### src/rtl/wbc_pkg.sv
package wbc_pkg;
    typedef enum logic [2:0] {
        ST_IDLE  = 3'd0,
        ST_WBACK = 3'd1,
        ST_FILL  = 3'd2,
        ST_ARD   = 3'd3,
        ST_MWR   = 3'd4
    } wbc_state_e;
endpackage

### src/rtl/wbc_line_store.sv
module wbc_line_store #(
    parameter int LINES = 4,
    parameter int TAG_W = 2,
    parameter int BLK_W = 64,
    localparam int IDX_W = $clog2(LINES)
) (
    input  logic             clk,
    input  logic             rst_n,
    input  logic [IDX_W-1:0] rd_idx,
    output logic             rd_valid,
    output logic             rd_dirty,
    output logic [TAG_W-1:0] rd_tag,
    output logic [BLK_W-1:0] rd_data,
    input  logic             wr_en,
    input  logic [IDX_W-1:0] wr_idx,
    input  logic             wr_valid,
    input  logic             wr_dirty,
    input  logic [TAG_W-1:0] wr_tag,
    input  logic [BLK_W-1:0] wr_data
);
    typedef struct packed {
        logic             valid;
        logic             dirty;
        logic [TAG_W-1:0] tag;
        logic [BLK_W-1:0] data;
    } line_t;

    line_t lines_q [LINES];

    for (genvar i = 0; i < LINES; i++) begin : g_line
        line_t ln_d, ln_q;

        always_comb begin
            ln_d = ln_q;
            if (wr_en && wr_idx == IDX_W'(i)) begin
                ln_d.valid = wr_valid;
                ln_d.dirty = wr_dirty;
                ln_d.tag   = wr_tag;
                ln_d.data  = wr_data;
            end
        end

        // every line starts invalid
        always_ff @(posedge clk or negedge rst_n) begin
            if (!rst_n) ln_q <= '0;
            else        ln_q <= ln_d;
        end

        assign lines_q[i] = ln_q;
    end

    assign rd_valid = lines_q[rd_idx].valid;
    assign rd_dirty = lines_q[rd_idx].dirty;
    assign rd_tag   = lines_q[rd_idx].tag;
    assign rd_data  = lines_q[rd_idx].data;
endmodule

### src/rtl/wbc_ctrl.sv
module wbc_ctrl
    import wbc_pkg::*;
#(
    parameter int ADDR_W      = 7,
    parameter int LINES       = 4,
    parameter int BLOCK_BYTES = 8,
    localparam int OFF_W   = $clog2(BLOCK_BYTES),
    localparam int IDX_W   = $clog2(LINES),
    localparam int TAG_W   = ADDR_W - OFF_W - IDX_W,
    localparam int BLK_W   = 8 * BLOCK_BYTES,
    localparam int BADDR_W = ADDR_W - OFF_W
) (
    input  logic               clk,
    input  logic               rst_n,
    input  logic               cpu_req,
    input  logic               cpu_we,
    input  logic [ADDR_W-1:0]  cpu_addr,
    input  logic [7:0]         cpu_wdata,
    input  logic               wr_alloc,
    input  logic               wr_through,
    output logic               cpu_done,
    output logic [7:0]         cpu_rdata,
    output logic               mem_req,
    output logic               mem_we,
    output logic [BADDR_W-1:0] mem_addr,
    output logic [BLK_W-1:0]   mem_wdata,
    input  logic [BLK_W-1:0]   mem_rdata,
    input  logic               mem_ack,
    output logic [IDX_W-1:0]   st_rd_idx,
    input  logic               st_valid,
    input  logic               st_dirty,
    input  logic [TAG_W-1:0]   st_tag,
    input  logic [BLK_W-1:0]   st_data,
    output logic               st_wr_en,
    output logic [IDX_W-1:0]   st_wr_idx,
    output logic               st_wr_valid,
    output logic               st_wr_dirty,
    output logic [TAG_W-1:0]   st_wr_tag,
    output logic [BLK_W-1:0]   st_wr_data
);
    typedef struct packed {
        wbc_state_e         state;
        logic               done;
        logic [7:0]         rdata;
        logic               mreq;
        logic               mwe;
        logic [BADDR_W-1:0] maddr;
        logic [BLK_W-1:0]   mwdata;
        logic               around;
    } regs_t;

    regs_t r_d, r_q;

    // field split of the byte address
    logic [OFF_W-1:0] addr_off;
    logic [IDX_W-1:0] addr_idx;
    logic [TAG_W-1:0] addr_tag;
    assign addr_off = cpu_addr[OFF_W-1:0];
    assign addr_idx = cpu_addr[OFF_W +: IDX_W];
    assign addr_tag = cpu_addr[ADDR_W-1 -: TAG_W];

    function automatic logic [BLK_W-1:0] put_byte(input logic [BLK_W-1:0] blk,
                                                  input logic [OFF_W-1:0] o,
                                                  input logic [7:0]       b);
        logic [BLK_W-1:0] res;
        res = blk;
        res[{o, 3'b000} +: 8] = b;
        return res;
    endfunction

    logic             line_hit;
    logic [BLK_W-1:0] hit_merged;
    assign line_hit   = st_valid && (st_tag == addr_tag);
    assign hit_merged = put_byte(st_data, addr_off, cpu_wdata);
    assign st_rd_idx  = addr_idx;

    always_comb begin
        r_d         = r_q;
        r_d.done    = 1'b0;
        st_wr_en    = 1'b0;
        st_wr_idx   = addr_idx;
        st_wr_valid = st_valid;
        st_wr_dirty = st_dirty;
        st_wr_tag   = st_tag;
        st_wr_data  = st_data;
        unique case (r_q.state)
            ST_IDLE: begin
                if (cpu_req) begin
                    if (line_hit) begin
                        if (!cpu_we) begin
                            // one-cycle read hit
                            r_d.done  = 1'b1;
                            r_d.rdata = st_data[{addr_off, 3'b000} +: 8];
                        end else begin
                            // merge into the cached block
                            st_wr_en    = 1'b1;
                            st_wr_valid = 1'b1;
                            st_wr_tag   = addr_tag;
                            st_wr_data  = hit_merged;
                            st_wr_dirty = !wr_through;
                            if (wr_through) begin
                                r_d.mreq   = 1'b1;
                                r_d.mwe    = 1'b1;
                                r_d.maddr  = {addr_tag, addr_idx};
                                r_d.mwdata = hit_merged;
                                r_d.state  = ST_MWR;
                            end else begin
                                r_d.done = 1'b1;
                            end
                        end
                    end else if (cpu_we && !wr_alloc) begin
                        // write around the cache
                        r_d.around = 1'b1;
                        r_d.mreq   = 1'b1;
                        r_d.mwe    = 1'b0;
                        r_d.maddr  = {addr_tag, addr_idx};
                        r_d.state  = ST_ARD;
                    end else if (st_valid && st_dirty) begin
                        // dirty victim goes out first
                        r_d.mreq   = 1'b1;
                        r_d.mwe    = 1'b1;
                        r_d.maddr  = {st_tag, addr_idx};
                        r_d.mwdata = st_data;
                        r_d.state  = ST_WBACK;
                    end else begin
                        r_d.mreq  = 1'b1;
                        r_d.mwe   = 1'b0;
                        r_d.maddr = {addr_tag, addr_idx};
                        r_d.state = ST_FILL;
                    end
                end
            end
            ST_WBACK: begin
                if (mem_ack) begin
                    st_wr_en    = 1'b1;
                    st_wr_dirty = 1'b0;
                    r_d.mwe     = 1'b0;
                    r_d.maddr   = {addr_tag, addr_idx};
                    r_d.state   = ST_FILL;
                end
            end
            ST_FILL: begin
                if (mem_ack) begin
                    // install clean, then re-run the lookup
                    st_wr_en    = 1'b1;
                    st_wr_valid = 1'b1;
                    st_wr_dirty = 1'b0;
                    st_wr_tag   = addr_tag;
                    st_wr_data  = mem_rdata;
                    r_d.mreq    = 1'b0;
                    r_d.state   = ST_IDLE;
                end
            end
            ST_ARD: begin
                if (mem_ack) begin
                    r_d.mwe    = 1'b1;
                    r_d.mwdata = put_byte(mem_rdata, addr_off, cpu_wdata);
                    r_d.state  = ST_MWR;
                end
            end
            ST_MWR: begin
                if (mem_ack) begin
                    r_d.mreq   = 1'b0;
                    r_d.mwe    = 1'b0;
                    r_d.around = 1'b0;
                    r_d.done   = 1'b1;
                    r_d.state  = ST_IDLE;
                end
            end
            default: r_d.state = ST_IDLE;
        endcase
    end

    always_ff @(posedge clk or negedge rst_n) begin
        if (!rst_n) r_q <= '0;
        else        r_q <= r_d;
    end

    assign cpu_done  = r_q.done;
    assign cpu_rdata = r_q.rdata;
    assign mem_req   = r_q.mreq;
    assign mem_we    = r_q.mwe;
    assign mem_addr  = r_q.maddr;
    assign mem_wdata = r_q.mwdata;

    assert_mem_hold_R11: assert property (@(posedge clk) disable iff (!rst_n)
        (mem_req && !mem_ack) |=> (mem_req && $stable(mem_addr) && $stable(mem_we) && $stable(mem_wdata)));

    assert_fill_after_clean_R6: assert property (@(posedge clk) disable iff (!rst_n)
        (r_q.state == ST_FILL) |-> !(st_valid && st_dirty));

    assert_fill_leaves_clean_R5: assert property (@(posedge clk) disable iff (!rst_n)
        (r_q.state == ST_FILL && mem_ack) |=> (st_valid && !st_dirty && st_tag == $past(addr_tag)));

    assert_around_keeps_lines_R10: assert property (@(posedge clk) disable iff (!rst_n)
        r_q.around |-> !st_wr_en);
endmodule

### src/rtl/wbc_top.sv
module wbc_top #(
    parameter int ADDR_W      = 7,
    parameter int LINES       = 4,
    parameter int BLOCK_BYTES = 8,
    localparam int OFF_W   = $clog2(BLOCK_BYTES),
    localparam int IDX_W   = $clog2(LINES),
    localparam int TAG_W   = ADDR_W - OFF_W - IDX_W,
    localparam int BLK_W   = 8 * BLOCK_BYTES,
    localparam int BADDR_W = ADDR_W - OFF_W
) (
    input  logic               clk,
    input  logic               rst_n,
    input  logic               cpu_req,
    input  logic               cpu_we,
    input  logic [ADDR_W-1:0]  cpu_addr,
    input  logic [7:0]         cpu_wdata,
    input  logic               wr_alloc,
    input  logic               wr_through,
    output logic               cpu_done,
    output logic [7:0]         cpu_rdata,
    output logic               mem_req,
    output logic               mem_we,
    output logic [BADDR_W-1:0] mem_addr,
    output logic [BLK_W-1:0]   mem_wdata,
    input  logic [BLK_W-1:0]   mem_rdata,
    input  logic               mem_ack
);
    logic [IDX_W-1:0] st_rd_idx, st_wr_idx;
    logic             st_valid, st_dirty, st_wr_en, st_wr_valid, st_wr_dirty;
    logic [TAG_W-1:0] st_tag, st_wr_tag;
    logic [BLK_W-1:0] st_data, st_wr_data;

    wbc_ctrl #(.ADDR_W(ADDR_W), .LINES(LINES), .BLOCK_BYTES(BLOCK_BYTES)) u_ctrl (
        .clk(clk), .rst_n(rst_n),
        .cpu_req(cpu_req), .cpu_we(cpu_we), .cpu_addr(cpu_addr), .cpu_wdata(cpu_wdata),
        .wr_alloc(wr_alloc), .wr_through(wr_through),
        .cpu_done(cpu_done), .cpu_rdata(cpu_rdata),
        .mem_req(mem_req), .mem_we(mem_we), .mem_addr(mem_addr), .mem_wdata(mem_wdata),
        .mem_rdata(mem_rdata), .mem_ack(mem_ack),
        .st_rd_idx(st_rd_idx), .st_valid(st_valid), .st_dirty(st_dirty),
        .st_tag(st_tag), .st_data(st_data),
        .st_wr_en(st_wr_en), .st_wr_idx(st_wr_idx), .st_wr_valid(st_wr_valid),
        .st_wr_dirty(st_wr_dirty), .st_wr_tag(st_wr_tag), .st_wr_data(st_wr_data)
    );

    wbc_line_store #(.LINES(LINES), .TAG_W(TAG_W), .BLK_W(BLK_W)) u_store (
        .clk(clk), .rst_n(rst_n),
        .rd_idx(st_rd_idx), .rd_valid(st_valid), .rd_dirty(st_dirty),
        .rd_tag(st_tag), .rd_data(st_data),
        .wr_en(st_wr_en), .wr_idx(st_wr_idx), .wr_valid(st_wr_valid),
        .wr_dirty(st_wr_dirty), .wr_tag(st_wr_tag), .wr_data(st_wr_data)
    );
endmodule

### config.mk
export PLATFORM = sky130hd
export DESIGN_NAME = wbc_top
export DESIGN_NICKNAME = d
export VERILOG_FILES = /design/src/rtl/wbc_pkg.sv /design/src/rtl/wbc_line_store.sv /design/src/rtl/wbc_ctrl.sv /design/src/rtl/wbc_top.sv
export SDC_FILE = /design/constraint.sdc
export NUM_CORES = 1
export LEC_CHECK = 0
export BUFFER_PORTS_ARGS = -buffer_cell sky130_fd_sc_hd__buf_2
export CORE_MARGIN = 3
export CORE_UTILIZATION = 50
export DETAILED_ROUTE_END_ITERATION = 8
export HOLD_SLACK_MARGIN = 0.03
export PLACE_DENSITY = 0.8
export RECOVER_POWER = 50
export SLEW_MARGIN = 15
export SYNTH_ARGS = -nofsm -noshare
export SYNTH_HDL_FRONTEND = slang
export SYNTH_SLANG_ARGS = --single-unit
### constraint.sdc
create_clock -name clk -period 3.15 [get_ports clk]
set_clock_uncertainty 0.15 [all_clocks]
set_input_delay 0 -clock clk [delete_from_list [all_inputs] [get_ports clk]]
set_output_delay 0 -clock clk [all_outputs]
set_load 0.03 [all_outputs]
Word-level counts from Yosys, hierarchy flattened
Index checks and enable logic that the tools add are counted.
{ "op_classes": {"add_sub_neg": 1, "n_lt_le_gt_ge": 1, "eq_ne": 17, "n_shift": 3, "muxes": 64, "bitwise_logic": 2, "n_reduce_logical": 22} }
{ "ops": {"columns": ["op", "n"], "rows": [
  ["$mux 64", 7],
  ["$pmux 64 s2", 2],
  ["$mux 70", 3],
  ["$bmux 68 s2", 1],
  ["$mux 68", 2],
  ["$bwmux 64", 2],
  ["$mux 83", 1],
  ["$shift 8x8->64 const A", 1],
  ["$shiftx 64x7->8", 1],
  ["$shiftx 8x8->64", 1],
  ["$reduce_and 7->1", 3],
  ["$mux 1", 18],
  ["$mux 3", 6],
  ["$pmux 3 s5", 1],
  ["$mux 2", 7],
  ["$mux 5", 2],
  ["$ne 2x2->1 const B", 5],
  ["$mux 9", 1],
  ["$mux 8", 1],
  ["$neg 6->8", 1],
  ["$pmux 1 s2", 4],
  ["$pmux 4 s2", 1],
  ["$logic_and 1x1->1", 7],
  ["$eq 3x2->1 const B", 2],
  ["other kinds (26)", 30]
]} }
{ "word_totals": {"regBits": 354, "input_bits": 86, "out_inout_bits": 79} }

Longest topological paths before layout
Gate-level depths: netlist of run 1.
{ "logic_depth": {"depth_word": 10, "mapped_depth": 13, "ltp_nobuf": 9} }

By module
From an unflattened synthesis of run 1, not the netlist that was laid out.
{ "unflattened": {"cells_unflattened": 1570, "hier_area_um2": 19769.0} }
{ "modules_own_cells": {"columns": ["mod", "instances", "cells_each", "area_per_inst_um2", "seq_area_each_um2"], "rows": [
  ["wbc_line_store", 1, 660, 11658.7, 6806.5],
  ["wbc_ctrl", 1, 910, 8110.3, 2052.0]
]} }

Worst setup path before layout of run 1
Ideal clock, no wire load.
{ "synth_timing": {"path_kind": "input-to-reg", "start": "input port cpu_addr[1]", "end": "register u_store.g_line[0].ln_q[32] in the netlist's numbering", "setup_ps": 139, "arrival_ps": 3013, "required_time_ps": 2861, "slack_ps": -152, "path_stages": 11, "path_buffers": 2, "cell_sequence": "clkbuf_1 -> inv_2 -> ha_1 -> ha_1 -> clkbuf_1 -> nor3b_1 -> nand4_1 -> nor3_1 -> mux2i_1 -> a221oi_1 -> a21oi_1"} }
{ "synth_via": {"elab_chain_len": 7, "word_cells_on_any_way": 8, "cone_classes": "add/sub: 1; shift: 2; mux: 5"} }
{ "synth_lines": {"columns": ["item", "line_no", "rtl"], "rows": [
  ["start, declared", "wbc_top.sv:15", "input logic [ADDR_W-1:0] cpu_addr,"],
  ["$neg 6->8 (*)", "wbc_ctrl.sv:67", "res[{o, 3'b000} +: 8] = b;"],
  ["$shiftx 8x8->64 / $shift 8x8->64 (equally long branches)", "wbc_ctrl.sv:67", null],
  ["$bwmux 64 (*)", "wbc_ctrl.sv:67", null],
  ["$mux 64 (*)", "wbc_ctrl.sv:90", "if (!cpu_we) begin"],
  ["$mux 64 (*)", "wbc_ctrl.sv:89", "if (line_hit) begin"],
  ["$mux 64 (*)", "wbc_ctrl.sv:88", "if (cpu_req) begin"],
  ["$pmux 64 s2 (*)", "wbc_ctrl.sv:86", "unique case (r_q.state)"],
  ["end signal, assigned", "wbc_line_store.sv:46", "else ln_q <= ln_d;"],
  ["end, declared", "wbc_line_store.sv:31", "line_t ln_d, ln_q;"]
]} }
Mark *: on every way between the ends. The rest lies on a longest branch, timed or not.
A chain may end at the register's enable or synchronous reset.

Worst setup path after layout of run 1
{ "layout_timing": {"start": "register u_store.g_line[0].ln_q[64] in the netlist's numbering", "end": "register u_store.g_line[1].ln_q[40] in the netlist's numbering"} }
{ "layout_via": {"elab_chain_len": 9, "word_cells_on_any_way": 12, "cone_classes": "eq/ne: 1; mux: 9; reduce/logical: 2"} }
{ "layout_lines": {"columns": ["item", "line_no", "rtl"], "rows": [
  ["$bmux 68 s2 (*)", "wbc_line_store.sv:54", "assign rd_tag = lines_q[rd_idx].tag;"],
  ["$mux 68 (*) (2 in series)", null, null],
  ["$eq 2x2->1 (*)", "wbc_ctrl.sv:73", "assign line_hit = st_valid && (st_tag == addr_tag);"],
  ["$logic_and 1x1->1 (*)", "wbc_ctrl.sv:73", null],
  ["$mux 1", "wbc_ctrl.sv:89", null],
  ["$mux 1", "wbc_ctrl.sv:88", null],
  ["$pmux 1 s2", "wbc_ctrl.sv:86", null],
  ["$logic_and 1x1->1", "wbc_line_store.sv:35", "if (wr_en && wr_idx == IDX_W'(i)) begin"],
  ["end signal, assigned", "wbc_line_store.sv:46", null],
  ["end, declared", "wbc_line_store.sv:31", null]
]} }
Mark *: on every way between the ends. The rest lies on a longest branch, timed or not. The select of a mux whose other input is x is not followed.

==> flow_summary.json, run 1 <==
{
  "cp_max_fo": 8,
  "preCtsSetupSlack_ns": 0.03179,
  "synth_cells": 2078,
  "rsz0062_at_grt": "true",
  "num_rows": 71,
  "drc": 16,
  "crit_required_ns": 3.41,
  "worstMarginPinSlew_ns": 1.470,
  "vias": 18495,
  "critPathKind": "reg -> reg",
  "grt_use_total_pct": 32.20,
  "max_slew_margin_pct": 1.997,
  "detail-route-antenna-nets": 0,
  "worst_skew_pair.late_latency_ns": 0.55,
  "hpwl_um": 45950,
  "grt_pass1_vias": 17598,
  "cp-start-kind": "flop",
  "drv_slew": 0,
  "dieArea_um2": 41470,
  "cap_viol_max_count": 0,
  "grt_max_degree": 87,
  "dieWidth_um": 203.6,
  "crit_family": "compound AO/OA/AOI/OAI gates",
  "ys_seq_area_share_pct": 45.36,
  "routed_via_density": 6.694,
  "cts-root-buf": "clkbuf_16",
  "final_cell_mix": "nor2_1 (381), dfrtp_1 (354), a21oi_1 (326)",
  "synth-seq-cells": 354,
  "io_pins": 165,
  "cts_sinks": 354,
  "syn_area_per_cell_um2": 9.399,
  "synth_top_flop_cell": "dfrtp_1",
  "antenna_found_initial": 2,
  "p_leak_nw": 9.244,
  "globalRoute.totalOverflow": 0,
  "irDropWorstVdd_v": 0.0004420,
  "finalHoldViolations": 0,
  "synth_edf_count": 0,
  "synth_cell_types": 51,
  "setup_slack_ns": 0.02204,
  "place.gp.congestion": 0.9859,
  "final_common_cell": "nor2_1",
  "worstHoldPathType": "in -> reg",
  "port_buffers": 164,
  "fmax_mhz": 319.7,
  "areaGrowthSynthToFinish_pct": 18.00,
  "wl_per_cell_um": 24.66,
  "finalNonFillerCells": 2763,
  "nNetsFinal": 2316,
  "synth_fp_nets": 2170,
  "die_y_um": 203.6,
  "drt_iter0_markers": 2585,
  "outcome": "finished, violations left",
  "crit_top_cell": "buf_4",
  "drt-total-wl_um": 68130,
  "crit_chain": "mux4_2, buf_4, xnor2_2, buf_4, nand4_1, or2_2, a311oi_1, buf_4, a21oi_1",
  "setup_viol": 0,
  "core-area_um2": 38110,
  "arrival_ns": 3.39,
  "finalInstanceArea_um2": 23050,
  "crit_buf_inv": 3,
  "placed_cell_area_um2": 20940,
  "syn-cell-area_um2": 19530,
  "timing.final.crit_share_pct": 99.30,
  "fin_crit_ns": 3.128,
  "start_util_pct": 51.25,
  "async_reset_ff_share_pct": 100.0,
  "dr.pass1.iters": 9,
  "grt_pass1_wl_um": 104000,
  "cp_slowest_stage_delay_ns": 0.58,
  "power_density_nw_per_um2": 1189,
  "dp_cells": 2609,
  "cts_buffers": 37,
  "yosysWarnings": 0,
  "path_clk_slew_ns": 0.07,
  "cts_max_level": 2,
  "clock_path_buffers": 3,
  "tritoncts": "yes",
  "violations": "design-rule violations",
  "endpoint_kind": "flop",
  "drive_gt1_share_pct": 17.86,
  "critPathSlowestCell": "a311oi_1"
}
[power by group]
part | total [W] | leakage, nW | internal [W] | switching, W
logic | 0.0146 | 4.63 | 0.00525 | 0.00937
clock network | 0.00466 | 0.645 | 0.00277 | 0.00189
registers | 0.00812 | 3.97 | 0.00686 | 0.00125
[what timing repair did]
| action | 4_1_cts | 5_1_grt |
|---|---|---|
| buffers inserted | 0 | 0 |
| setup endpoints to repair | 4 | 48 |
| hold endpoints to repair | 704 | 0 |
| resized for setup | 2 | 11 |
| hold buffers | 87 | 0 |
[worst paths after layout]
path	from	endpoint	slack, ns	cells past startpoint
worst max register to register	u_store.g_line[0].ln_q[64]	u_store.g_line[1].ln_q[40]	0.02	9
min in group asynchronous	rst_n	u_store.g_line[0].ln_q[13]	1.23	4
worst max-delay path	u_store.g_line[0].ln_q[64]	u_store.g_line[1].ln_q[40]	0.02	9
worst min-delay path	cpu_wdata[0]	u_ctrl.mem_wdata[56]	0.1	5
worst min register to register	u_ctrl.mem_addr[3]	u_ctrl.mem_addr[3]	0.35	2
max in group asynchronous	rst_n	u_ctrl.cpu_rdata[7]	0.45	4
[cells by family after synthesis]
group / share of synthesized area, %
compound gates: 22.18
simple gates: 13.96
flops: 45.36
buf+inv: 7.040
mux: 10.81
fa+ha+maj: 0.3844
xor+xnor: 0.2627
[registers in the layout, summed over array words and instances, names as in the netlist]
register and cells:
u_ctrl.cpu_done 1, u_ctrl.cpu_rdata 8, u_ctrl.mem_addr 4, u_ctrl.mem_req 1, u_ctrl.mem_wdata 64, u_ctrl.mem_we 1, u_ctrl.r_q 3, u_store.g_line.ln_q 272
[through the flow]
stage | setup TNS, ns | total power (W) | util, % | hold slack [ns]
floorplan | 0 | 0.01755 | - | -0.4456
global placement | 0 | 0.02144 | 54.94 | -0.1046
detailed placement | 0 | 0.02200 | 54.94 | -0.09489
CTS | 0 | 0.02691 | 60.73 | 0.04938
global route | -0.7974 | 0.02879 | 60.47 | 0.07473
finish | 0 | 0.02739 | 60.47 | 0.09910
[metal layers]
metal	wire length [µm]	global-route usage [%]	share of wire [%]
met1	26340	45.50	39
met2	29200	46.12	43
met3	8759	9.066	13
met4	3831	15.24	5.6
met5	0	0	0
[synthesized netlist by cell type (all sizes together) (37+ instances only)]
library cell | count | area, µm²
nor3 | 62 | 310.3
nor2 | 382 | 1434
a21oi | 331 | 1675
mux4 | 84 | 1892
nand2 | 109 | 409.1
a22oi | 83 | 623.1
clkbuf | 140 | 525.5
buf | 134 | 838.3
a311oi | 66 | 578.1
o21ai | 39 | 195.2
dfrtp | 354 | 8859
a22o | 37 | 324.1
a31oi | 73 | 456.7
[cell type report]
type | instances | area [µm²]
Fill cell | 3029 | 15060
Antenna cell | 1 | 2.502
Timing Repair Buffer | 381 | 2783
Clock buffer | 51 | 1089
Clock inverter | 15 | 225.2
Sequential cell | 354 | 8859
Tap cell | 511 | 639.4
Inverter | 3 | 11.26
Multi-Input combinational cell | 1447 | 9439
[tightest hold or removal path, cell delays in order]
cell      delay [ns]
buf_2           0.22
nand3_1         0.16
a21oi_1         0.16
a311oi_1        0.08
a21oi_1         0.13
Power figures use the tool's default switching activity.
==> inputs of run 2 (changes only) <==
--- a/config.mk
+++ b/config.mk
@@ -11,7 +11,7 @@
 export DETAILED_ROUTE_END_ITERATION = 8
 export HOLD_SLACK_MARGIN = 0.03
 export PLACE_DENSITY = 0.8
-export RECOVER_POWER = 50
+export RECOVER_POWER = 100
 export SLEW_MARGIN = 15
 export SYNTH_ARGS = -nofsm -noshare
 export SYNTH_HDL_FRONTEND = slang
==> run 2 against run 1 <==
Effect of this change:
- the flow now finishes without violations
- design area is 0.22% lower
- combinational power hardly changed
- sequential cell count stayed put
- routed wire length hardly changed
- register-to-register slack better by 0.02 ns
- total power is 0.28% lower
- utilization is 0.13 points lower
- die area stayed put
- first-iteration DRC count is 2.9% higher
- maximum frequency is 0.76% higher
- critical path depth stayed put
- non-clock buffer count stayed put
- largest cell class unchanged
==> flow_summary.json, run 2 (synthesized netlist as in run 1, its figures left out) <==
{
  "seq_area_um2": 8859,
  "outcome": "completed",
  "critPathLaunch": "u_store.g_line[2].ln_q[64]",
  "utilization_pct": 60.34,
  "worst_skew_pair.late_latency_ns": 0.54,
  "final_cell_mix": "nor2_1 (381), dfrtp_1 (354), a21oi_1 (328)",
  "tritoncts": "yes",
  "antenna_found_initial": 2,
  "start_util_pct": 51.25,
  "place.gp.congestion": 0.9859,
  "regMostFlops": "u_store.g_line.ln_q",
  "max_slew_margin_pct": 0.7652,
  "drive_gt1_share_pct": 17.64,
  "fmax_mhz": 322.1,
  "path_clk_slew_ns": 0.06,
  "whs_endpoint": "u_store.g_line[2].ln_q[0]",
  "fillers": 3040,
  "dr.pass1.iters": 6,
  "wl_per_cell_um": 24.67,
  "dieWidth_um": 203.6,
  "hold_slack_ns": 0.09565,
  "cp_max_fo": 8,
  "r2r-end": "u_store.g_line[1].ln_q[40]",
  "largest_reg_flops": 272,
  "grt_max_degree": 87,
  "rsz0062_at_grt": "true",
  "cts_sinks": 354,
  "drt-total-wl_um": 68160,
  "critPathKind": "reg -> reg",
  "final_common_cell": "nor2_1",
  "r2r_cells": 9,
  "cts_max_level": 2,
  "core-area_um2": 38110,
  "cap_viol_max_count": 0,
  "cts-root-buf": "clkbuf_16",
  "cp-start-kind": "flop",
  "globalRoute.totalOverflow": 0,
  "setup_slack_ns": 0.04569,
  "worstMarginPinSlew_ns": 1.489,
  "worstHoldPathType": "in -> reg",
  "detail-route-antenna-nets": 0,
  "irDropWorstVdd_v": 0.0004357,
  "io_pins": 165,
  "min-delay-start": "cpu_wdata[0]",
  "drc": 0,
  "r2r-start": "u_store.g_line[2].ln_q[64]",
  "crit_required_ns": 3.41,
  "setup_viol": 0,
  "drt_iter0_markers": 2661,
  "grt_pass1_vias": 17598,
  "multi_input_area_um2": 9409,
  "num_rows": 71,
  "timing.final.crit_share_pct": 98.55,
  "finalHoldViolations": 0,
  "regToRegSetupSlack_ns": 0.05,
  "endpoint_kind": "flop",
  "p_leak_nw": 9.231,
  "die_y_um": 203.6,
  "port_buffers": 164,
  "min_path_cells": 5,
  "finalInstanceArea_um2": 23000,
  "placed_cell_area_um2": 20940,
  "grt_use_total_pct": 32.20,
  "nNetsFinal": 2316,
  "arrival_ns": 3.37,
  "clock_path_buffers": 3,
  "cts_buffers": 37,
  "vias": 18421,
  "preCtsSetupSlack_ns": 0.03179,
  "fin_crit_ns": 3.104,
  "grt_pass1_wl_um": 104000,
  "areaGrowthSynthToFinish_pct": 17.75,
  "post-cts-setup-buffer-count": 0,
  "hpwl_um": 45950,
  "drv_slew": 0,
  "tns_ns": 0,
  "dieArea_um2": 41470,
  "routed_via_density": 6.667,
  "power_density_nw_per_um2": 1188
}
[run 2: cell types whose count changed in the layout (fill, tap and decap cells not counted)]
cell	change
a21oi_1	+2
a21oi_4	-2
clkbuf_1	+2
buf_12	-1
buf_4	-1
mux2_1	+1
mux2_2	-1
nand3_2	+1
nand3_4	-1
o21ai_0	+1
o21ai_1	-1
[run 2: cell type report]
cell class / count / area share [%]
repair buffers: 381 / 12.01
multi-input cells: 1447 / 40.91
diodes: 1 / 0.01088
well taps: 511 / 2.780
clock buffers: 51 / 4.733
inverters: 3 / 0.04897
clock inverters: 15 / 0.9793
flip-flops and latches: 354 / 38.52
[run 2: worst max-delay path by stage]
| stage | endpoint | slack (ns) |
|---|---|---|
| 6_report | u_store.g_line[1].ln_q[40] | 0.05 |
| 5_1_grt | u_store.g_line[1].ln_q[40] | -0.09 |
| 3_3_place_gp | u_store.g_line[0].ln_q[58] | 0.05 |
| 2_1_floorplan | u_store.g_line[0].ln_q[1] | 0.04 |
| 4_1_cts | u_store.g_line[3].ln_q[1] | 0.02 |
| 3_5_place_dp | u_store.g_line[2].ln_q[7] | 0.03 |
[run 2: per-stage QoR]
step | total power, W | cells
4_1_cts | 0.02691 | 2762
6_report | 0.02732 | 2763
3_5_place_dp | 0.02200 | 2609
5_1_grt | 0.02873 | 2763
3_3_place_gp | 0.02144 | 2609
2_1_floorplan | 0.01755 | 2078
[run 2: report_power, final]
part / leakage, nW / internal [W] / switching (W)
registers: 3.97 / 0.00686 / 0.00126
clock network: 0.645 / 0.00277 / 0.00188
logic: 4.61 / 0.00521 / 0.00934
total: 9.23 / 0.0148 / 0.0125
[run 2: layer usage]
layer	vias up	global-route usage [%]	part of all wire [%]
li1	7881	-	-
met3	287	9.066	13
met1	8893	45.50	39
met5	-	0	0
met4	0	15.24	5.7
met2	1360	46.12	42
[run 2: timing repair]
action | in CTS | in global routing
resized for setup | 2 | 11
hold buffers | 87 | 0
endpoints found under the hold margin | 704 | 0
setup endpoints to repair | 4 | 48
[run 2: worst max-delay path: stages (launching register included)]
cell,delay [ns]
dfrtp_1,0.38
mux4_2,0.49
buf_4,0.17
xnor2_2,0.13
buf_4,0.16
nand4_1,0.18
or2_2,0.45
a311oi_1,0.56
buf_4,0.24
a21oi_1,0.07
